File: src/rtl/burst_ctl_pkg.sv
package burst_ctl_pkg;

  typedef enum logic [2:0] {
    CYC_IDLE    = 3'd0,
    CYC_RD_NEW  = 3'd1,
    CYC_WR_NEW  = 3'd2,
    CYC_RD_NEXT = 3'd3,
    CYC_WR_NEXT = 3'd4,
    CYC_RD_HOLD = 3'd5,
    CYC_WR_HOLD = 3'd6,
    CYC_SLEEP   = 3'd7
  } cycKindT;

  // strobes from control to the address datapath
  typedef struct packed {
    logic load;
    logic step;
  } addrCmdT;

endpackage

File: src/rtl/burst_addr_dp.sv
module burst_addr_dp
  import burst_ctl_pkg::*;
#(
  parameter int ADDR_W = 8
) (
  input  logic              clk,
  input  logic              rstN,
  input  addrCmdT           cmd,
  input  logic [ADDR_W-1:0] addrIn,
  input  logic              orderSel,
  output logic [ADDR_W-1:0] arrAddr
);
  localparam int HI_W = ADDR_W - 2;

  logic [HI_W-1:0] baseHi;
  logic [1:0]      startLo;
  logic [1:0]      cnt;
  logic            orderQ;
  logic [1:0]      lowBits;

  always_ff @(posedge clk) begin
    if (!rstN) begin
      baseHi  <= '0;
      startLo <= '0;
      cnt     <= '0;
      orderQ  <= 1'b0;
    end else begin
      orderQ <= orderSel;
      if (cmd.load) begin
        baseHi  <= addrIn[ADDR_W-1:2];
        startLo <= addrIn[1:0];
        cnt     <= '0;
      end else if (cmd.step) begin
        cnt <= cnt + 2'd1;
      end
    end
  end

  always_comb begin
    if (orderQ) lowBits = startLo ^ cnt;
    else        lowBits = startLo + cnt;
  end

  assign arrAddr = {baseHi, lowBits};

  AST_LOAD_ADDR: assert property (@(posedge clk) disable iff (!rstN)
    ($past(rstN) && $past(cmd.load)) |-> (arrAddr == $past(addrIn)));

  AST_HOLD_ADDR: assert property (@(posedge clk) disable iff (!rstN)
    ($past(rstN) && $past(!cmd.load && !cmd.step) && $stable(orderQ)) |-> $stable(arrAddr));

endmodule

File: src/rtl/burst_cycle_ctl.sv
module burst_cycle_ctl
  import burst_ctl_pkg::*;
#(
  parameter int NUM_BYTES   = 2,
  parameter int RECOVER_CYC = 3
) (
  input  logic                 clk,
  input  logic                 rstN,
  input  logic                 ce1N,
  input  logic                 ce2,
  input  logic                 adspN,
  input  logic                 adscN,
  input  logic                 advN,
  input  logic                 gwN,
  input  logic                 bwN,
  input  logic [NUM_BYTES-1:0] byteEnN,
  input  logic                 sleepReq,
  output addrCmdT              cmd,
  output cycKindT              kindQ,
  output logic                 readQ,
  output logic [NUM_BYTES-1:0] maskQ
);
  localparam int REC_W = $clog2(RECOVER_CYC + 1);

  logic [NUM_BYTES-1:0] reqMask;
  logic                 isWr;
  logic                 active;
  logic                 nextActive;
  logic [REC_W-1:0]     recCnt;
  cycKindT              nextKind;
  logic [NUM_BYTES-1:0] nextMask;
  logic                 nextRead;

  for (genvar i = 0; i < NUM_BYTES; i++) begin : g_lane
    assign reqMask[i] = !gwN || (!bwN && !byteEnN[i]);
  end
  assign isWr = |reqMask;

  always_comb begin
    nextKind   = CYC_IDLE;
    cmd        = '0;
    nextActive = active;
    if (sleepReq) begin
      nextKind   = CYC_SLEEP;
      nextActive = 1'b0;
    end else if (recCnt != '0) begin
      nextActive = 1'b0;
    end else if (!adspN && !ce1N) begin
      nextActive = ce2;
      if (ce2) begin
        nextKind = CYC_RD_NEW;
        cmd.load = 1'b1;
      end
    end else if (!adscN) begin
      nextActive = !ce1N && ce2;
      if (!ce1N && ce2) begin
        nextKind = isWr ? CYC_WR_NEW : CYC_RD_NEW;
        cmd.load = 1'b1;
      end
    end else if (active) begin
      if (!advN) begin
        cmd.step = 1'b1;
        nextKind = isWr ? CYC_WR_NEXT : CYC_RD_NEXT;
      end else begin
        nextKind = isWr ? CYC_WR_HOLD : CYC_RD_HOLD;
      end
    end
  end

  always_comb begin
    nextRead = (nextKind == CYC_RD_NEW) || (nextKind == CYC_RD_NEXT) ||
               (nextKind == CYC_RD_HOLD);
    nextMask = ((nextKind == CYC_WR_NEW) || (nextKind == CYC_WR_NEXT) ||
                (nextKind == CYC_WR_HOLD)) ? reqMask : '0;
  end

  always_ff @(posedge clk) begin
    if (!rstN) begin
      kindQ  <= CYC_IDLE;
      readQ  <= 1'b0;
      maskQ  <= '0;
      active <= 1'b0;
      recCnt <= '0;
    end else begin
      kindQ  <= nextKind;
      readQ  <= nextRead;
      maskQ  <= nextMask;
      active <= nextActive;
      if (sleepReq)           recCnt <= REC_W'(RECOVER_CYC);
      else if (recCnt != '0)  recCnt <= recCnt - 1'b1;
    end
  end

  AST_SLEEP_QUIET: assert property (@(posedge clk) disable iff (!rstN)
    ($past(rstN) && $past(sleepReq)) |-> (kindQ == CYC_SLEEP && !readQ && maskQ == '0));

  AST_RECOVER_IDLE: assert property (@(posedge clk) disable iff (!rstN)
    (recCnt != '0 && !sleepReq) |=> (kindQ == CYC_IDLE));

  AST_PROC_READ: assert property (@(posedge clk) disable iff (!rstN)
    ($past(rstN) && $past(!sleepReq && recCnt == '0 && !adspN && !ce1N && ce2))
      |-> (readQ && maskQ == '0));

  AST_GLOBAL_WRITE: assert property (@(posedge clk) disable iff (!rstN)
    ($past(rstN) && $past(!sleepReq && recCnt == '0 && adspN && !adscN && !ce1N && ce2 && !gwN))
      |-> (maskQ == '1));

endmodule

File: src/rtl/sram_burst_frontend.sv
module sram_burst_frontend
  import burst_ctl_pkg::*;
#(
  parameter int ADDR_W      = 8,
  parameter int NUM_BYTES   = 2,
  parameter int RECOVER_CYC = 3
) (
  input  logic                 clk,
  input  logic                 rstN,
  input  logic [ADDR_W-1:0]    addrIn,
  input  logic                 ce1N,
  input  logic                 ce2,
  input  logic                 adspN,
  input  logic                 adscN,
  input  logic                 advN,
  input  logic                 gwN,
  input  logic                 bwN,
  input  logic [NUM_BYTES-1:0] byteEnN,
  input  logic                 orderSel,
  input  logic                 sleepReq,
  output logic [ADDR_W-1:0]    arrAddr,
  output logic                 arrRead,
  output logic [NUM_BYTES-1:0] arrWrMask,
  output logic [2:0]           cycleKind
);
  addrCmdT cmd;
  cycKindT kindQ;

  burst_cycle_ctl #(
    .NUM_BYTES  (NUM_BYTES),
    .RECOVER_CYC(RECOVER_CYC)
  ) u_ctl (
    .clk     (clk),
    .rstN    (rstN),
    .ce1N    (ce1N),
    .ce2     (ce2),
    .adspN   (adspN),
    .adscN   (adscN),
    .advN    (advN),
    .gwN     (gwN),
    .bwN     (bwN),
    .byteEnN (byteEnN),
    .sleepReq(sleepReq),
    .cmd     (cmd),
    .kindQ   (kindQ),
    .readQ   (arrRead),
    .maskQ   (arrWrMask)
  );

  burst_addr_dp #(
    .ADDR_W(ADDR_W)
  ) u_dp (
    .clk     (clk),
    .rstN    (rstN),
    .cmd     (cmd),
    .addrIn  (addrIn),
    .orderSel(orderSel),
    .arrAddr (arrAddr)
  );

  assign cycleKind = kindQ;

endmodule

File: config.mk
export PLATFORM = sky130hd
export DESIGN_NAME = sram_burst_frontend
export DESIGN_NICKNAME = d
export VERILOG_FILES = /design/src/rtl/burst_ctl_pkg.sv /design/src/rtl/burst_addr_dp.sv /design/src/rtl/burst_cycle_ctl.sv /design/src/rtl/sram_burst_frontend.sv
export SDC_FILE = /design/constraint.sdc
export NUM_CORES = 1
export LEC_CHECK = 0
export BUFFER_PORTS_ARGS = -buffer_cell sky130_fd_sc_hd__buf_2
export CORE_AREA = 2 2 61 63
export DETAILED_ROUTE_END_ITERATION = 12
export DIE_AREA = 0 0 63 65
export SKIP_LAST_GASP = 1
export SLEW_MARGIN = 30
export SYNTH_ARGS = -nofsm -noshare
export SYNTH_HDL_FRONTEND = slang
export SYNTH_SLANG_ARGS = --single-unit
File: constraint.sdc
create_clock -name clk -period 2.4 [get_ports clk]
set_input_delay 0.36 -clock clk [delete_from_list [all_inputs] [get_ports clk]]
set_output_delay 0.36 -clock clk [all_outputs]
set_load 0.02 [all_outputs]
======== Word-level counts from Yosys, hierarchy flattened ========
Cells that the tools add are included.
cells by class
  add/subtract/negate cells ............... 3
  eq/ne operators ......................... 7
  bitwise operators ....................... 2
  muxes and demuxes ....................... 26
  reductions and logical operators ........ 22
operator list
  operator             count
  $mux 3               8
  $mux 2               7
  $mux 1               11
  $eq 3x3->1 const B   3
  $eq 3x2->1 const B   2
  $logic_not 1->1      6
  $logic_or 1x1->1     6
  $logic_and 1x1->1    4
  $reduce_bool 2->1    2
  $reduce_or 2->1      2
  $eq 3x1->1 const B   1
  $reduce_or 3->1      1
  $add 2x1->2 const B  1
  $add 2x2->2          1
  $ne 2x1->1 const B   1
  $reduce_and 2->1     1
  $sub 2x1->2 const B  1
  $xor 2x2->2          1
  $not 1->1            1
storage, ports and cells
  bits of input ports ..................... 21
  logic and storage cells ................. 69
  bits in registers ....................... 20

======== Longest topological paths before layout ========
  word-level depth ........................ 15
  gate-level depth with buffers ........... 7
  gate-level depth less buffers ........... 6

======== Cells and area by module ========
A second synthesis with hierarchy kept.
unflattened totals
  cell total of the unflattened synthesis .. 89
  area total of the unflattened synthesis .. 902.1 um2
by module, submodules not included
  module           area each (um2)  cells each  instances
  burst_addr_dp    452.9            39          1
  burst_cycle_ctl  449.2            50          1

======== Worst setup path after synthesis ========
Ideal clock, no wire load.
  path type ............................... input to register
  start ................................... input port byteEnN[0]
  end ..................................... register u_ctl.readQ
  arrival time ............................ 1.291 ns
  stages .................................. 5
  setup time .............................. 0.126 ns
  data required time ...................... 2.274 ns
  setup slack ............................. 0.983 ns
  cells stage by stage .................... a21o_1 -> and2_1 -> ha_1 -> o311ai_1 -> a21oi_1
between the ends
  word-level cells in the longest chain between the ends .. 14
  elaborated cells on any way between the ends .. 19
  those cells by class .................... 3 x eq/ne; 10 x mux; 6 x reduce/logical
RTL lines
  element                                   RTL line                                                             text
  from (decl)                               sram_burst_frontend.sv:18                                            input logic [NUM_BYTES-1:0] byteEnN,
  $logic_not 1->1 (*)                       burst_cycle_ctl.sv:35                                                assign reqMask[i] = !gwN || (!bwN && !byteEnN[i]);
  $logic_and 1x1->1 (*)                     burst_cycle_ctl.sv:35
  $logic_or 1x1->1 (*)                      burst_cycle_ctl.sv:35
  $reduce_or 2->1 (*)                       burst_cycle_ctl.sv:37                                                assign isWr = |reqMask;
  $mux 3 or $mux 2 (tied branches)          burst_cycle_ctl.sv:63, burst_cycle_ctl.sv:57, burst_cycle_ctl.sv:65
  $mux 3                                    burst_cycle_ctl.sv:61                                                if (!advN) begin
  $mux 3                                    burst_cycle_ctl.sv:60                                                end else if (active) begin
  $mux 3 (*)                                burst_cycle_ctl.sv:54                                                end else if (!adscN) begin
  $mux 3 (*)                                burst_cycle_ctl.sv:48                                                end else if (!adspN && !ce1N) begin
  $mux 3 (*)                                burst_cycle_ctl.sv:46                                                end else if (recCnt != '0) begin
  $mux 3 (*)                                burst_cycle_ctl.sv:43                                                if (sleepReq) begin
  $eq 3x1->1 or $eq 3x2->1 (tied branches)  burst_cycle_ctl.sv:71                                                nextRead = (nextKind == CYC_RD_NEW) || (nextKind == CYC_RD_NEXT) ||
  $logic_or 1x1->1                          burst_cycle_ctl.sv:71
  $logic_or 1x1->1 (*)                      burst_cycle_ctl.sv:71
  to (signal assigned)                      burst_cycle_ctl.sv:86                                                readQ <= nextRead;
  to (decl)                                 burst_cycle_ctl.sv:20                                                output logic readQ,
Mark *: on every way between the ends. The rest lies on a longest branch, timed or not.
A chain may end at the register's enable or synchronous reset.

======== Final worst setup path ========
  start ................................... register u_ctl.recCnt[0]
  end ..................................... register u_ctl.maskQ[1]
between the ends
  word-level cells in the longest chain between the ends .. 7
  elaborated cells on any way between the ends .. 9
  those cells by class .................... 3 x eq/ne; 2 x mux; 4 x reduce/logical
RTL lines
  element                                   RTL line               text
  from (decl)                               burst_cycle_ctl.sv:29  logic [REC_W-1:0] recCnt;
  from (signal assigned)                    burst_cycle_ctl.sv:89  if (sleepReq) recCnt <= REC_W'(RECOVER_CYC);
  from (signal assigned)                    burst_cycle_ctl.sv:90  else if (recCnt != '0) recCnt <= recCnt - 1'b1;
  $reduce_bool 2->1 (*)                     burst_cycle_ctl.sv:46
  $mux 3 (*)                                burst_cycle_ctl.sv:46
  $mux 3 (*)                                burst_cycle_ctl.sv:43
  $eq 3x2->1 or $eq 3x3->1 (tied branches)  burst_cycle_ctl.sv:73  nextMask = ((nextKind == CYC_WR_NEW) || (nextKind == CYC_WR_NEXT) ||
  $logic_or 1x1->1                          burst_cycle_ctl.sv:73
  $logic_or 1x1->1 (*)                      burst_cycle_ctl.sv:73
  $reduce_and 2->1 (no line) (*)            --
  to (signal assigned)                      burst_cycle_ctl.sv:87  maskQ <= nextMask;
  to (decl)                                 burst_cycle_ctl.sv:21  output logic [NUM_BYTES-1:0] maskQ
Marked as above.

==> results.txt <==
The register share of total power came out at 52.9%. The global-route wire length before repair came out at just over 4 mm. The clock latency at the later pin of the worst-skew pair is around 0.30 ns. The count of buffers inserted at the top-level ports came out at 34. The synthesis-stage register bit count came out at 20. The net switching component of the power is ~0.00018 W.

Multiplexer cells account for 1.02% of the synthesized area. The adder and majority cell fraction of the synthesized area came out at 3.82%. The die boundary height came out at 65 µm. The synthesis-to-layout area growth came out at 23.2%. The min-delay analysis places its worst path in the category input port to register. The antenna cell count came out at 0. The post-cts hold buffer count came out at 0. The transition at the pin with the smallest max-transition slack came out at between 0.3 and 0.4 ns.

Synthesis produced a netlist whose cell count is ~110. The power density of the placed cells is between 500 and 600 nW/µm². Between clock sinks in the finished design, the worst skew comes to around 0.00038 ns. The longest clock path from root to sink contains 2 buffers. The arrival time at the worst endpoint is approximately 1.9 ns. The remaining routing DRC violations came out at 0. The met2 capacity usage during global routing came out at about 21%. Leaving out fill and tap cells, the most frequent cells in the layout are 34 x sky130_fd_sc_hd__buf_2, 20 x sky130_fd_sc_hd__dfxtp_1, 12 x sky130_fd_sc_hd__o21ai_0.

Setup violations remaining at the end of the flow were counted as 0. The number of placement rows came out at 22. The final hold violation count is 0. The internal portion of the total power is just under 0.0005 W. The post-synthesis cell area came out at 982 µm².

The violation count after the first detailed-route iteration is 18. The post-synthesis cell type count came out at 34. The vias per cell is a little under 5. Summing internal, switching and leakage power gives about 0.00066 W.

For the worst setup path, the data required time is approximately 2.6 ns. The routed length per instance came out at between 10 and 15 µm. The final route contains just over 900 vias. The clock net sink count came out at 20. The number of setup buffers added after CTS is 0.

The power share of the clock group is between 30% and 40%. The leakage power came out at ~0.53 nW. The share of total power dissipated in combinational logic is around 17%. The initial core utilization is between 20% and 30%. The share of synthesized cell area in and, or, nand and nor gates is around 14%. The number of H-tree branching levels is 1. The per-instance average area after synthesis is between 9 and 10 µm². The number of gates resized after CTS was 0. The number of antenna violations at the first check in global routing is 0. The global-route congestion overflow total is 0. The routability congestion estimate from global placement came out at ~0.94. After global routing, the most crowded layer is met2. The net switching share of the total power came out at 27.0%. Buffers inserted during clock tree synthesis total 3. The layout filler cell count is 365.

STA classifies the critical path startpoint as a register. The xor-xnor portion of the synthesized cell area is under 10%. The via count of the first global-routing pass is slightly above 900. Cells with a size suffix above 1 make up between 30% and 40% of the layout.

The post-synthesis compound-gate area fraction is 31.7%. The critical path is of the register to register type. The finished cells cover 1210 µm². The final critical path takes up a little under 70% of the cycle. The routed design could run at a clock period as short as 1.66 ns. The max-slew violation count is 0.

The I/O pin count came out at 35. The final layout net count is 161. Global routing consumed, on the met1 layer, ~15% of the routing resources.

The count of warnings emitted by yosys is 0. Measured along the x axis, the die boundary spans ~63 µm. The tree is rooted in a sky130_fd_sc_hd__clkbuf_4. Headroom to the max-slew limit came out at around three quarters. The worst setup path is captured at a register. Summed over all layers, the routed wires come to 2.36 mm. Leaving out fill and tap cells, the most frequent cell in the layout is sky130_fd_sc_hd__buf_2. The flow ran to the end, and the final reports show no timing, DRC or antenna violations. The floorplan step defined a die boundary enclosing 4100 µm². The footprint of the multi-input gates is between 500 and 600 µm².

TritonCTS built the clock tree. The final-layout setup total negative slack came out at 0 ns. Timing would allow up to 0.602 GHz. The maximum net fanout on the critical path is 13. For this run, the total global-route usage over all layers was measured as about an eighth. Max-cap violations in this run came to 0.

The number of detailed-route iterations in the first pass came out at 4. The instance area at placement is 1170 µm². Counting every net in the synthesized netlist gives between 100 and 150. The highest ir drop seen on vdd is between 0.0002 and 0.00025 V. After clock tree synthesis, the clock-pin slew on the worst setup and hold paths is between 0.1 and 0.15 ns. The sequential element share of the synthesized area is between 40% and 50%. The number of routed nets with antenna violations came out at 0. Once detailed placement completed, the half-perimeter wirelength came to approximately 1.7 mm. The area inside the core boundary is around 3500 µm². In the global route stage, met3 resource usage came out at 1.39%. The pin count of the biggest net entering global routing is 20.

The sequential standard cell area came out at roughly 400 µm². Setup repair after global routing left no endpoint under its margin. The largest family of logic cells by synthesized area is compound AO/OA/AOI/OAI gates.
power by group through the flow:
stage	sequential (W)	clock [W]	combinational (W)
5_1_grt	0.000350	0.000221	0.000125
3_3_place_gp	0.000356	0	0.000108
4_1_cts	0.000349	0.000208	0.000113
3_5_place_dp	0.000356	0	0.000112
2_1_floorplan	0.000365	0	0.0000672
6_report	0.000349	0.000199	0.000112
cells by family after synthesis:
logic type                 count (synthesis)
AOI/OAI and AO/OA                         45
xor gates and xnor gates                   3
adders and majority gates                  3
buffers and inverters                     13
DFF                                       20
muxes                                      1
and+or+nand+nor                           20
area by class of cell:
| class | instances | area share [%] |
|---|---|---|
| Tap cell | 48 | 4.96 |
| Clock buffer | 4 | 3.00 |
| Timing Repair Buffer | 34 | 14.1 |
| Inverter | 6 | 1.86 |
| Multi-Input combinational cell | 72 | 43.0 |
| Sequential cell | 20 | 33.1 |
cells in the mapped netlist, drive strengths merged:
library cell	number	area, µm²
o31ai	1	7.51
clkbuf	2	7.51
inv	6	22.5
nor4bb	1	10.0
nand3b	1	20.0
and2	4	25.0
o22ai	1	6.26
o21a	2	15.0
o21ai	12	60.1
nor3b	1	7.51
xnor2	2	17.5
a21o	2	15.0
and3b	1	8.76
o41ai	1	8.76
dfxtp	20	400
mux2i	1	10.0
a31oi	1	6.26
nor2b	1	6.26
nand4b	1	8.76
ha	3	37.5
a21boi	11	82.6
o211a	1	10.0
xor2	1	8.76
a2111o	1	11.3
o311ai	1	8.76
nand2	1	3.75
a21oi	7	38.8
o2111ai	4	41.3
nand3	9	45.0
buf	5	31.3
worst paths after layout:
kind	startpoint	endpoint	slack [ns]	depth (start not counted)
setup reg to reg	u_ctl.recCnt[0]$_SDFFE_PN0P_	u_ctl.maskQ[1]$_SDFF_PN0_	0.74	5
setup / recovery	u_ctl.recCnt[0]$_SDFFE_PN0P_	u_ctl.maskQ[1]$_SDFF_PN0_	0.74	5
hold / removal	orderSel	u_dp.orderQ$_SDFF_PN0_	0.26	2
hold reg to reg	u_dp.baseHi[1]$_SDFFE_PN0P_	u_dp.baseHi[1]$_SDFFE_PN0P_	0.49	2
through the flow:
| step | utilization (%) | cells | hold slack [ns] | setup WS, ns |
|---|---|---|---|---|
| final | 34.6 | 184 | 0.259 | 0.738 |
| after floorplan | - | 105 | 0.456 | 0.983 |
| after global routing | 34.6 | 184 | 0.264 | 0.585 |
| after detailed placement | 33.6 | 180 | 0.466 | 0.768 |
| after global placement | 33.6 | 180 | 0.471 | 0.780 |
| after CTS | 34.6 | 184 | 0.250 | 0.716 |
critical path, cell delays in order, from the launching register on:
cell and delay [ns]:
sky130_fd_sc_hd__dfxtp_1 0.34, sky130_fd_sc_hd__inv_1 0.06, sky130_fd_sc_hd__ha_1 0.37, sky130_fd_sc_hd__nand3b_4 0.20, sky130_fd_sc_hd__a2111o_1 0.47, sky130_fd_sc_hd__a21oi_1 0.16
sequential cells by signal (all words and copies together), names as in the netlist:
register      flops
u_ctl.active      1
u_ctl.kindQ       3
u_ctl.maskQ       2
u_ctl.readQ       1
u_ctl.recCnt      2
u_dp.baseHi       6
u_dp.cnt          2
u_dp.orderQ       1
u_dp.startLo      2
metal layers:
metal,up-vias,part of all wire [%]
met1,419,45
met4,0,2.8
li1,452,-
met5,-,0
met3,6,5.3
met2,35,47
Note: power is estimated with default switching activity, not from simulation.
